===== src/rtl/fwl_pkg.sv =====
package fwl_pkg;
  typedef enum logic [2:0] {
    ST_IDLE,
    ST_HCHK,
    ST_HRD,
    ST_LCHK,
    ST_PAY
  } fwl_state_t;
endpackage


===== src/rtl/fwl_byte_reader.sv =====
module fwl_byte_reader #(
  parameter int SZ_W = 13
) (
  input  logic            clk,
  input  logic            rst,
  input  logic            load,
  input  logic            issue,
  output logic [SZ_W-1:0] ptr,
  output logic            rd_vld
);
  always_ff @(posedge clk) begin
    if (rst) begin
      ptr    <= '0;
      rd_vld <= 1'b0;
    end else begin
      rd_vld <= issue;
      if (load)
        ptr <= '0;
      else if (issue)
        ptr <= ptr + 1'b1;
    end
  end
endmodule


===== src/rtl/fwl_field_asm.sv =====
module fwl_field_asm #(
  parameter int NB = 6
) (
  input  logic            clk,
  input  logic            rst,
  input  logic            shift,
  input  logic [7:0]      byte_in,
  output logic [8*NB-1:0] fields
);
  logic [7:0] byte_q [NB];

  for (genvar k = 0; k < NB; k++) begin : g_byte
    if (k == NB - 1) begin : g_top
      always_ff @(posedge clk) begin
        if (rst)        byte_q[k] <= '0;
        else if (shift) byte_q[k] <= byte_in;
      end
    end else begin : g_mid
      always_ff @(posedge clk) begin
        if (rst)        byte_q[k] <= '0;
        else if (shift) byte_q[k] <= byte_q[k+1];
      end
    end
    assign fields[8*k +: 8] = byte_q[k];
  end
endmodule


===== src/rtl/fwl_target_port.sv =====
module fwl_target_port #(
  parameter int DST_AW     = 32,
  parameter int WORD_BYTES = 4
) (
  input  logic                          clk,
  input  logic                          rst,
  input  logic                          wr_en,
  input  logic [DST_AW-1:0]             dest,
  input  logic [7:0]                    data_in,
  output logic                          tgt_wr,
  output logic [DST_AW-1:0]             tgt_addr,
  output logic [$clog2(WORD_BYTES)-1:0] tgt_lane,
  output logic [7:0]                    tgt_data
);
  localparam int LANE_W = $clog2(WORD_BYTES);
  localparam logic [DST_AW-1:0] ALIGN_MASK = ~(DST_AW'(WORD_BYTES - 1));

  always_ff @(posedge clk) begin
    if (rst) begin
      tgt_wr   <= 1'b0;
      tgt_addr <= '0;
      tgt_lane <= '0;
      tgt_data <= '0;
    end else begin
      tgt_wr <= wr_en;
      if (wr_en) begin
        tgt_addr <= dest & ALIGN_MASK;
        tgt_lane <= dest[LANE_W-1:0];
        tgt_data <= data_in;
      end
    end
  end
endmodule


===== src/rtl/fw_record_loader.sv =====
module fw_record_loader #(
  parameter int SRC_AW     = 12,
  parameter int DST_AW     = 32,
  parameter int LEN_W      = 16,
  parameter int WORD_BYTES = 4
) (
  input  logic                          clk,
  input  logic                          rst,
  input  logic                          start,
  input  logic [SRC_AW:0]               image_size,
  output logic                          src_rd,
  output logic [SRC_AW-1:0]             src_addr,
  input  logic [7:0]                    src_data,
  output logic                          tgt_wr,
  output logic [DST_AW-1:0]             tgt_addr,
  output logic [$clog2(WORD_BYTES)-1:0] tgt_lane,
  output logic [7:0]                    tgt_data,
  output logic                          busy,
  output logic                          done,
  output logic                          error,
  output logic [SRC_AW:0]               err_offset
);
  import fwl_pkg::*;

  localparam int SZ_W  = SRC_AW + 1;
  localparam int HDR_B = DST_AW / 8 + LEN_W / 8;
  localparam int HDR_W = HDR_B * 8;
  localparam int CMP_W = ((SZ_W > LEN_W) ? SZ_W : LEN_W) + 1;

  fwl_state_t        state_q;
  logic [SZ_W-1:0]   size_q;
  logic [SZ_W-1:0]   rec_start_q;
  logic [LEN_W-1:0]  iss_q;
  logic [LEN_W-1:0]  rcv_q;
  logic [DST_AW-1:0] dest_q;
  logic [SZ_W-1:0]   ptr;
  logic              rd_vld;
  logic [HDR_W-1:0]  hdr_bits;
  logic              issue;
  logic              load_ptr;
  logic [SZ_W-1:0]   remain;
  logic [CMP_W-1:0]  remain_ext;
  logic [CMP_W-1:0]  len_ext;
  logic [LEN_W-1:0]  hdr_len;
  logic [DST_AW-1:0] hdr_dest;

  assign hdr_dest   = hdr_bits[DST_AW-1:0];
  assign hdr_len    = hdr_bits[HDR_W-1 -: LEN_W];
  assign remain     = size_q - ptr;
  assign remain_ext = CMP_W'(remain);
  assign len_ext    = CMP_W'(hdr_len);
  assign load_ptr   = (state_q == ST_IDLE) && start;

  always_comb begin
    issue = 1'b0;
    if (state_q == ST_HRD && iss_q != LEN_W'(HDR_B)) issue = 1'b1;
    if (state_q == ST_PAY && iss_q != '0)            issue = 1'b1;
  end

  assign src_rd   = issue;
  assign src_addr = ptr[SRC_AW-1:0];

  fwl_byte_reader #(.SZ_W(SZ_W)) u_reader (
    .clk    (clk),
    .rst    (rst),
    .load   (load_ptr),
    .issue  (issue),
    .ptr    (ptr),
    .rd_vld (rd_vld)
  );

  fwl_field_asm #(.NB(HDR_B)) u_hdr (
    .clk     (clk),
    .rst     (rst),
    .shift   (rd_vld && state_q == ST_HRD),
    .byte_in (src_data),
    .fields  (hdr_bits)
  );

  fwl_target_port #(.DST_AW(DST_AW), .WORD_BYTES(WORD_BYTES)) u_port (
    .clk      (clk),
    .rst      (rst),
    .wr_en    (rd_vld && state_q == ST_PAY),
    .dest     (dest_q),
    .data_in  (src_data),
    .tgt_wr   (tgt_wr),
    .tgt_addr (tgt_addr),
    .tgt_lane (tgt_lane),
    .tgt_data (tgt_data)
  );

  always_ff @(posedge clk) begin
    if (rst) begin
      state_q     <= ST_IDLE;
      size_q      <= '0;
      rec_start_q <= '0;
      iss_q       <= '0;
      rcv_q       <= '0;
      dest_q      <= '0;
      busy        <= 1'b0;
      done        <= 1'b0;
      error       <= 1'b0;
      err_offset  <= '0;
    end else begin
      done <= 1'b0;
      case (state_q)
        ST_IDLE: begin
          if (start) begin
            size_q     <= image_size;
            busy       <= 1'b1;
            error      <= 1'b0;
            err_offset <= '0;
            state_q    <= ST_HCHK;
          end
        end
        ST_HCHK: begin
          if (ptr == size_q) begin
            busy    <= 1'b0;
            done    <= 1'b1;
            state_q <= ST_IDLE;
          end else if (remain_ext < CMP_W'(HDR_B)) begin
            busy       <= 1'b0;
            done       <= 1'b1;
            error      <= 1'b1;
            err_offset <= ptr;
            state_q    <= ST_IDLE;
          end else begin
            rec_start_q <= ptr;
            iss_q       <= '0;
            rcv_q       <= '0;
            state_q     <= ST_HRD;
          end
        end
        ST_HRD: begin
          if (issue) iss_q <= iss_q + 1'b1;
          if (rd_vld) begin
            rcv_q <= rcv_q + 1'b1;
            if (rcv_q == LEN_W'(HDR_B - 1)) state_q <= ST_LCHK;
          end
        end
        ST_LCHK: begin
          if (len_ext > remain_ext) begin
            busy       <= 1'b0;
            done       <= 1'b1;
            error      <= 1'b1;
            err_offset <= rec_start_q;
            state_q    <= ST_IDLE;
          end else if (hdr_len == '0) begin
            state_q <= ST_HCHK;
          end else begin
            iss_q   <= hdr_len;
            rcv_q   <= hdr_len;
            dest_q  <= hdr_dest;
            state_q <= ST_PAY;
          end
        end
        ST_PAY: begin
          if (issue) iss_q <= iss_q - 1'b1;
          if (rd_vld) begin
            dest_q <= dest_q + 1'b1;
            rcv_q  <= rcv_q - 1'b1;
            if (rcv_q == LEN_W'(1)) state_q <= ST_HCHK;
          end
        end
        default: state_q <= ST_IDLE;
      endcase
    end
  end
endmodule


===== config.mk =====
export PLATFORM = sky130hd
export DESIGN_NAME = fw_record_loader
export DESIGN_NICKNAME = d
export VERILOG_FILES = /design/src/rtl/fwl_pkg.sv /design/src/rtl/fwl_byte_reader.sv /design/src/rtl/fwl_field_asm.sv /design/src/rtl/fwl_target_port.sv /design/src/rtl/fw_record_loader.sv
export SDC_FILE = /design/constraint.sdc
export NUM_CORES = 1
export LEC_CHECK = 0
export ABC_AREA = 0
export BUFFER_PORTS_ARGS = -buffer_cell sky130_fd_sc_hd__buf_2
export CAP_MARGIN = 20
export CORE_MARGIN = 4
export CORE_UTILIZATION = 30
export CTS_CLUSTER_DIAMETER = 200
export DETAILED_ROUTE_END_ITERATION = 16
export SETUP_SLACK_MARGIN = 0.05
export SLEW_MARGIN = 10
export SYNTH_ARGS = -nofsm -noshare
export SYNTH_HDL_FRONTEND = slang
export SYNTH_SLANG_ARGS = --single-unit

===== constraint.sdc =====
create_clock -name clk -period 5.9 [get_ports clk]
set_clock_uncertainty 0.1 [all_clocks]
set_input_delay 0.885 -clock clk [delete_from_list [all_inputs] [get_ports clk]]
set_output_delay 0.885 -clock clk [all_outputs]
set_load 0.02 [all_outputs]

==> results of run 1 <==
==> per-stage QoR <==
stage          total power, W  hold slack [ns]  setup WS [ns]  cell area [µm²]  std cells
2_1_floorplan        0.002371           0.3363          1.603            11540       1395
3_3_place_gp         0.002590           0.3404          1.021            12360       1918
3_5_place_dp         0.002604           0.3437         0.8835            12360       1918
4_1_cts              0.004198           0.3518         0.8503            13190       1962
5_1_grt              0.004370           0.3675         0.5717            13210       1963
6_report             0.004164           0.3477         0.8408            13210       1963
==> kinds of logic after synthesis <==
kind of cell	count (synthesis)	synth area share
buffers and inverters	134	0.05086
AOI/OAI and AO/OA	349	0.1935
xor gates and xnor gates	39	0.02960
muxes	41	0.03633
adders and majority gates	45	0.05010
other	1	0.0003250
and+or+nand+nor	573	0.2299
DFF	212	0.4095
==> where the power goes <==
part | switching [W] | total (W) | internal, W
registers | 0.0000661 | 0.00161 | 0.00154
logic | 0.000610 | 0.000976 | 0.000366
clock network | 0.000627 | 0.00158 | 0.000953
total | 0.00130 | 0.00416 | 0.00286
==> critical path, stage by stage, from the launching register on <==
cell,delay (ns)
dfxtp_1,0.45
inv_1,0.11
ha_1,0.33
nor2b_1,0.17
o31a_1,0.30
o21a_1,0.25
a21o_1,0.18
a311oi_2,0.37
ha_1,0.34
nand3_1,0.11
nor4_1,0.07
a22o_1,0.24
a311o_1,0.35
and3_1,0.22
or4_1,0.91
mux2_4,0.43
==> area by class of cell <==
class,instances,area [µm²]
fill,4004,24630
multi-input combinational,1049,6262
sequential,212,4725
clock buffer,34,689.4
tap,511,639.4
timing repair buffer,111,610.6
clock inverter,10,147.6
inverter,36,135.1
==> cells in the final DEF, fill, tap and decap left out, types with 4 or more instances in the layout <==
cell	count
ha_1	43
o211ai_1	14
nand2b_1	10
or3_1	16
or4_1	5
nand4_1	13
dfxtp_1	164
buf_2	92
edfxtp_1	48
or2_2	6
a21oi_1	132
o31ai_1	13
o22ai_1	8
and2_1	52
o41ai_1	4
a21o_1	11
o21ai_0	65
nand2_1	253
xor2_1	14
mux2i_1	37
inv_1	34
nand3_1	30
o21a_1	7
and3_1	8
clkbuf_1	6
nor4_1	11
clkbuf_16	25
nor2_1	106
a31oi_1	10
a221oi_1	8
o32ai_1	15
xnor2_1	25
nor3_1	35
o31a_1	4
a31o_2	6
nor2b_1	12
buf_4	18
a211oi_1	17
==> synth_stat cells (17+ instances only) <==
master and n:
clkbuf_1 71, and2_1 52, nand2_1 254, inv_1 34, edfxtp_1 48, nand3_1 30, mux2i_1 37, xnor2_1 25
a21oi_1 132, nor3_1 35, nor2_1 106, o21ai_0 66, ha_1 43, dfxtp_1 164, a211oi_1 17
==> routing by layer <==
metal / up-vias / share of wire
met4: 2 / 0.015
li1: 5021 / -
met3: 37 / 0.056
met2: 276 / 0.47
met1: 4856 / 0.46
met5: - / 0.00041
==> worst paths after layout <==
path                                         from                               to  cells past startpoint
hold reg to reg   u_port.tgt_addr[5]$_SDFFE_PP0P_  u_port.tgt_addr[5]$_SDFFE_PP0P_                      2
hold / removal    u_port.tgt_addr[5]$_SDFFE_PP0P_  u_port.tgt_addr[5]$_SDFFE_PP0P_                      2
setup / recovery     u_reader.ptr[1]$_SDFFE_PP0P_               error$_SDFFE_PP0P_                     15
setup reg to reg     u_reader.ptr[1]$_SDFFE_PP0P_               error$_SDFFE_PP0P_                     15
==> flip-flops by register name, indices dropped and copies added (netlist names) <==
register / cells
u_hdr.byte_q: 48
dest_q: 32
u_port.tgt_addr: 30
iss_q: 16
rcv_q: 16
err_offset: 13
rec_start_q: 13
size_q: 13
u_reader.ptr: 13
u_port.tgt_data: 8
state_q: 3
u_port.tgt_lane: 2
busy: 1
done: 1
error: 1
u_port.tgt_wr: 1
u_reader.rd_vld: 1
==> metrics, run 1 <==
Die ar.=41660 µm²; r2r setup slk=between 0.8 and 0.9 ns; worst-skew pair later-pin latency=0.52 ns; Crit Path Max Fanout=14; Nets=roughly 1.5k; Avg WL per Cell=around 16 µm; router iterations before antenna repair=5; largest net degree at the start of global routing=72; vias in the first global route=~10k; met2 usage=0.2459; Core Rows=approximately 70; n_diodes=0; Hold WC Path Type=register to register; startpoint types=register; CP Class=register to register; CP Data Required Time=a little over 6 ns; Netlist cell types=between 70 and 80; CTS Buf Count=24; Root Driver=clkbuf_16; Post-synth EDFFs=48; first-pass GRT wire length=~51000 µm; leakage=around 5 nW; YS warnings=0; Worst Tran Pin Value=just under 0.9 ns; Slew Limit Fails=0; Hold Violations, Final=0; Max Cap Violations=0; status=finished clean; post-CTS setup buffers=0; VDD IR max=between 0.15 and 0.2 mV; hold_buf cts=0; Synth top area share=0.2845; Initial Utilization=0.3049; share of cells above drive strength 1=0.1253; Clock transition at path regs=around 0.070 ns; CTS Sinks=about 210; minimum clock period after layout=~5 ns; register area share after synthesis=0.4095; GRT Max-Usage Layer=met2; mean post-synth cell area=between 8 and 9 µm²; initial antenna violation count=1; Die Ht=about 200 µm; CTS tree=built; clock buffer depth=3; met1 Use GR=0.1988; Detailed Place HPWL=roughly 22000 µm; Power Density=approximately 320 nW/µm²; Vias/cell=~5.2; Top Ports=96; fmax=between 150 and 200 MHz; die width=approximately 200 µm; Layout area overhead=14.48%; crit path capture type=register; ys async rst share=0; gr usage total=0.1458; grt total ovfl=0; CTS H-tree depth=1; setup repair after global routing missed its margin=false; Post-Syn Instances=1394; DRT iter0 DRCs=685; fin crit share=0.8575; Synth Flop Type=dfxtp_1; final core occ=0.3490; Max-slew headroom=0.3976; final wirelength=~32000 µm; Setup violations, final=0; CTS resizes=0; Yosys top cell by area=dfxtp_1; Placer Congestion=roughly 0.9; Mapped Area=11540 µm²; final setup TNS=0 ns; DRC viols=0; post-route ant nets=0; top post-synthesis cells by area=dfxtp_1, edfxtp_1, nand2_1; number of port buffers=93; met3 Use GR=0.02253; Seq cells post-synth=between 200 and 250; vias=10.19k; arrival time at the worst endpoint=~5.4 ns; core area=approximately 38000 µm²
Note: power is estimated with default switching activity, not from simulation.
==> run 2: changes to the inputs <==
Settings changed: CORE_ASPECT_RATIO set to 1.75.
==> metrics, run 2 (synthesis gave the netlist of run 1 again) <==
post-route total power=0.004208 W (was 0.004164 W); Finished Layout Cells=1928 (was 1963); Worst Hold Launch=u_port.tgt_addr[14]$_SDFFE_PP0P_ (was u_port.tgt_addr[5]$_SDFFE_PP0P_); number of port buffers=93 (unchanged); Final WS setup=0.8361 ns (was 0.8408 ns); Worst Tran Pin Value=0.9853 ns (was 0.8954 ns); Die Ht=267.4 µm (was 204.1 µm); DRT iter0 DRCs=521 (was 685); worst r2r path cells=15 (unchanged); post-CTS setup buffers=0 (unchanged); worst-skew pair later-pin latency=0.53 ns (was 0.52 ns); Power Density=319.4 nW/µm² (was 315.2 nW/µm²); final wirelength=33240 µm (was 31930 µm); Layout area overhead=14.17% (was 14.48%); Hold WC Path Type=register to register (unchanged); Critical path destination=error$_SDFFE_PP0P_ (unchanged); final core occ=0.3489 (was 0.3490); Core Rows=94 (was 71); Nets=1500 (was 1503); Crit Path Max Fanout=14 (unchanged); hold_buf cts=0 (unchanged); VDD IR max=0.2912 mV (was 0.1788 mV); Worst path top cell family by delay=compound AO/OA/AOI/OAI gates (unchanged); CTS resizes=0 (unchanged); final setup TNS=0 ns (unchanged); reg-to-reg critical path endpoint=error$_SDFFE_PP0P_ (unchanged); setup repair after global routing missed its margin=false (unchanged); grt total ovfl=0 (unchanged); first-pass GRT wire length=52990 µm (was 51100 µm); startpoint types=register (unchanged); Die ar.=41790 µm² (was 41660 µm²); vias in the first global route=9981 (was 9767); register area=4725 µm² (unchanged); clock buffer depth=3 (unchanged); largest net degree at the start of global routing=81 (was 72); crit-path cells=inv_1 > ha_1 > nor2b_1 > o31a_1 > o21a_1 > a21oi_1 > nand2_1 > ha_1 > nand4_1 > a211oi_1 > o21ai_0 > a311o_1 > and3_1 > or4_1 > mux2_4 (was inv_1 > ha_1 > nor2b_1 > o31a_1 > o21a_1 > a21o_1 > a311oi_2 > ha_1 > nand3_1 > nor4_1 > a22o_1 > a311o_1 > and3_1 > or4_1 > mux2_4); fill count=3886 (was 4004); origin of the critical flop-to-flop path=u_reader.ptr[1]$_SDFFE_PP0P_ (unchanged); Most flops, register=u_hdr.byte_q (unchanged); gr usage total=0.1543 (was 0.1458); arrival time at the worst endpoint=5.38 ns (was 5.37 ns); CTS tree=built (unchanged); initial antenna violation count=0 (was 1); post-route ant nets=0 (unchanged); Slowest cell on crit path=or4_1 (unchanged); Clock transition at path regs=0.06 ns (was 0.07 ns); Avg WL per Cell=17.24 µm (was 16.26 µm); vias=10.16k (was 10.19k); Slew Limit Fails=0 (unchanged); CTS Sinks=212 (unchanged); CP Data Required Time=6.21 ns (about the same); crit path capture type=register (unchanged); max incr delay on CP=0.89 ns (was 0.91 ns); Max-slew headroom=0.3422 (was 0.3976); die width=156.3 µm (was 204.1 µm); most frequent cells in the layout=nand2_1, dfxtp_1, a21oi_1 (unchanged); core area=37750 µm² (was 37840 µm²); Setup crit start=u_reader.ptr[1]$_SDFFE_PP0P_ (unchanged); Root Driver=clkbuf_16 (unchanged); fin crit share=0.8583 (was 0.8575); n_diodes=0 (unchanged); Detailed Place HPWL=23730 µm (was 21620 µm); Hold Violations, Final=0 (unchanged); Placer Congestion=0.8664 (was 0.8817); Top Ports=96 (unchanged); most common cell type on the critical path=ha_1 (unchanged); CTS H-tree depth=1 (unchanged); CP Class=register to register (unchanged); worst path buffer plus inverter count=1 (unchanged); critical path depth=15 (unchanged); area occupied by multi-input gates=6262 µm² (unchanged); minimum clock period after layout=5.064 ns (was 5.059 ns); DRC viols=0 (unchanged); r2r setup slk=0.84 ns (about the same); Initial Utilization=0.3056 (was 0.3049); status=finished clean (unchanged); DP Worst Slack=0.8292 ns (was 0.8835 ns); fmax=197.5 MHz (was 197.7 MHz); max reg flops=48 (unchanged); Vias/cell=5.268 (was 5.192); leakage=5.058 nW (was 5.050 nW); router iterations before antenna repair=7 (was 5); share of cells above drive strength 1=0.1243 (was 0.1253); CTS Buf Count=24 (unchanged); Max Cap Violations=0 (unchanged); commonest non-fill, non-tap cell in the layout=nand2_1 (unchanged); placed cell count=1885 (was 1918); Setup violations, final=0 (unchanged); Regs by FF count=u_hdr.byte_q: 48 flops, dest_q: 32 flops, u_port.tgt_addr: 30 flops (unchanged)
[run 2: changes by cell type in the layout (fill, tap and decap cells not counted), sizes merged]
cell and delta:
bufinv +1, clkinvlp -1, buf -3, clkinv +3
clkbuf -4
[run 2: report_power, final]
part	internal (W)	switching, W
Clock	0.000999	0.000620
Combinational	0.000365	0.000613
Sequential	0.00154	0.0000685
[run 2: how the worst min path moves through the flow]
stage	endpoint	cells after the start
finish	u_port.tgt_addr[14]$_SDFFE_PP0P_	2
global route	u_port.tgt_addr[10]$_SDFFE_PP0P_	2
detailed placement	u_port.tgt_addr[14]$_SDFFE_PP0P_	2
floorplan	size_q[0]$_SDFFE_PP0P_	2
CTS	u_port.tgt_addr[14]$_SDFFE_PP0P_	2
global placement	u_port.tgt_data[1]$_SDFFE_PP0P_	2
[run 2: cell type report]
class / count / area share
well taps: 480 / 0.04559
inverters: 36 / 0.01026
multi-input cells: 1049 / 0.4754
clock inverters: 13 / 0.01311
repair buffers: 108 / 0.04502
clock buffers: 30 / 0.05205
flip-flops and latches: 212 / 0.3586
[run 2: stage by stage]
step / hold WS (ns) / cell area (µm²)
floorplan: 0.3363 / 11540
finish: 0.3497 / 13170
CTS: 0.3526 / 13170
detailed placement: 0.3441 / 12320
global route: 0.3699 / 13170
global placement: 0.3398 / 12300
[run 2: routing by layer]
metal  GRT usage  vias up  share of wire
met4     0.06549        0          0.043
met3     0.01940       76          0.041
met2      0.2942      254           0.54
met5           0        -              0
met1      0.1683     4812           0.38
li1            -     5014              -
[run 2: worst reg2reg max path: stages, from the launching register on]
cell	delay (ns)
dfxtp_1	0.46
inv_1	0.11
ha_1	0.32
nor2b_1	0.16
o31a_1	0.31
o21a_1	0.26
a21oi_1	0.28
nand2_1	0.10
ha_1	0.31
nand4_1	0.15
a211oi_1	0.31
o21ai_0	0.13
a311o_1	0.38
and3_1	0.25
or4_1	0.89
mux2_4	0.43
==> run 3: changes to the inputs <==
Settings changed: CORE_MARGIN 4 to unset.
==> metrics, run 3 (synthesis gave the netlist of run 1 again) <==
Slew Limit Fails=0 (unchanged); startpoint types=register (unchanged); clock network power share=0.376 (was 0.385); commonest non-fill, non-tap cell in the layout=nand2_1 (unchanged); Top Ports=96 (unchanged); worst path buffer plus inverter count=1 (unchanged); CTS tree=built (unchanged); CTS Buf Count=24 (unchanged); fmax=196.6 MHz (was 197.5 MHz); Setup crit start=u_reader.ptr[1]$_SDFFE_PP0P_ (unchanged); length of routed met2 wiring=17410 µm (was 17950 µm); n_diodes=0 (unchanged); final setup TNS=0 ns (unchanged); post-CTS setup buffers=0 (unchanged); initial antenna violation count=0 (unchanged); Hold Violations, Final=0 (unchanged); Most flops, register=u_hdr.byte_q (unchanged); core area=37750 µm² (unchanged); most common cell type on the critical path=ha_1 (unchanged); worst-skew pair later-pin latency=0.53 ns (about the same); Clock transition at path regs=0.06 ns (about the same); leakage=5.066 nW (was 5.058 nW); CP Class=register to register (unchanged); crit-path cells=inv_1 > ha_1 > nor2b_1 > o31a_1 > o21a_1 > a21oi_1 > nand2_1 > ha_1 > nand4_1 > a211oi_1 > o21ai_0 > a311o_1 > and3_1 > or4_1 > mux2_4 (unchanged); largest net degree at the start of global routing=96 (was 81); fin crit share=0.8620 (was 0.8583); DRT iter0 DRCs=509 (was 521); Die ar.=39280 µm² (was 41790 µm²); CTS H-tree depth=1 (unchanged); Hold WC Path Type=register to register (unchanged); Nets=1503 (was 1500); Vias/cell=5.293 (was 5.268); Internal Pwr Total=0.002852 W (was 0.002906 W); area occupied by multi-input gates=6262 µm² (unchanged); Max Cap Violations=0 (unchanged); clock buffer depth=3 (unchanged); setup repair after global routing missed its margin=false (unchanged); cell area after layout=13150 µm² (was 13170 µm²); Die Ht=261.4 µm (was 267.4 µm); Sw Share=0.3120 (was 0.3093); Detailed Place HPWL=23480 µm (was 23730 µm); max reg flops=48 (unchanged); vias in the first global route=9883 (was 9981); share of cells above drive strength 1=0.1275 (was 0.1243); CTS Sinks=212 (unchanged); crit path capture type=register (unchanged); Switch Pwr=0.001293 W (was 0.001302 W); Regs by FF count=u_hdr.byte_q: 48 flops, dest_q: 32 flops, u_port.tgt_addr: 30 flops (unchanged); final wirelength=33020 µm (was 33240 µm); most frequent cells in the layout=nand2_1, dfxtp_1, a21oi_1 (unchanged); Worst Tran Pin Value=1.123 ns (was 0.9853 ns); hold_buf cts=0 (unchanged); Power Density=315.2 nW/µm² (was 319.4 nW/µm²); Comb pwr share=0.236 (was 0.232); VDD IR max=0.2249 mV (was 0.2912 mV); Crit Path Max Fanout=14 (unchanged); Max-slew headroom=0.2514 (was 0.3422); die width=150.3 µm (was 156.3 µm); Placer Congestion=0.8734 (was 0.8664); Avg WL per Cell=17.10 µm (was 17.24 µm); CP Data Required Time=6.22 ns (was 6.21 ns); Layout area overhead=13.98% (was 14.17%); Cell Area, Placed=12320 µm² (about the same); top routing layer in use=met4 (unchanged); Worst path top cell family by delay=compound AO/OA/AOI/OAI gates (unchanged); Setup violations, final=0 (unchanged); Core Rows=94 (unchanged); vias=10.22k (was 10.16k); Met3 Wirelength=1268 µm (was 1358 µm); Initial Utilization=0.3056 (unchanged); minimum clock period after layout=5.086 ns (was 5.064 ns); CTS resizes=0 (unchanged); router iterations before antenna repair=5 (was 7); DRC viols=0 (unchanged); origin of the critical flop-to-flop path=u_reader.ptr[1]$_SDFFE_PP0P_ (unchanged); post-route ant nets=0 (unchanged); gr usage total=0.1682 (was 0.1543); Worst Hold Launch=u_port.tgt_addr[16]$_SDFFE_PP0P_ (was u_port.tgt_addr[14]$_SDFFE_PP0P_); number of port buffers=93 (unchanged); Root Driver=clkbuf_16 (unchanged); register area=4725 µm² (unchanged); Post-Route M1 WL=12540 µm (was 12510 µm); Slowest cell on crit path=or4_1 (unchanged); status=finished clean (unchanged); first-pass GRT wire length=52520 µm (was 52990 µm); grt total ovfl=0 (unchanged); max incr delay on CP=0.91 ns (was 0.89 ns); sequential power share=0.389 (was 0.383); arrival time at the worst endpoint=5.40 ns (was 5.38 ns); fill count=3927 (was 3886)
==> run 3: worst register-to-register path, cell delays in order, from the launching register on <==
cell      delay (ns)
dfxtp_1         0.46
inv_1           0.11
ha_1            0.32
nor2b_1         0.16
o31a_1          0.31
o21a_1          0.26
a21oi_1         0.28
nand2_1         0.10
ha_1            0.32
nand4_1         0.17
a211oi_1        0.31
o21ai_0         0.13
a311o_1         0.37
and3_1          0.25
or4_1           0.91
mux2_4          0.43
==> run 3: worst paths after layout <==
path                                                          to  slack [ns]  cells after the start
worst max-delay path                          error$_SDFFE_PP0P_        0.81                     15
worst min-delay path            u_port.tgt_addr[16]$_SDFFE_PP0P_        0.35                      2
worst max register to register                error$_SDFFE_PP0P_        0.81                     15
worst min register to register  u_port.tgt_addr[16]$_SDFFE_PP0P_        0.35                      2
==> run 3: through the flow <==
step           total power, W  cells  setup WS (ns)  utilization  hold slack [ns]
6_report             0.004146   1931         0.8142       0.3483           0.3492
5_1_grt              0.004347   1931         0.4922       0.3483           0.3717
4_1_cts              0.004180   1930         0.7823       0.3482           0.3527
3_5_place_dp         0.002617   1887         0.8109       0.3263           0.3441
3_3_place_gp         0.002601   1887         0.9336       0.3263           0.3416
2_1_floorplan        0.002371   1395          1.603            -           0.3363
==> run 3: cell type report <==
cell class | instances | area share
repair buffers | 111 | 0.04567
multi-input cells | 1049 | 0.4762
clock buffers | 33 | 0.05518
flip-flops and latches | 212 | 0.3592
clock inverters | 10 | 0.007801
well taps | 480 | 0.04567
inverters | 36 | 0.01027
==> run 3: power groups by stage <==
stage                     clock network (W)  logic (W)  registers [W]
final                               0.00156   0.000976        0.00161
after detailed placement                  0   0.000974        0.00164
after floorplan                           0   0.000756        0.00162
after global placement                    0   0.000960        0.00164
after CTS                           0.00159   0.000978        0.00161
after global routing                0.00164    0.00108        0.00162
==> run 3: per-layer routing <==
metal,vias to the layer above,GRT usage
li1,5034,-
met2,274,0.3140
met3,91,0.01742
met1,4822,0.1798
met5,-,0
met4,0,0.1004
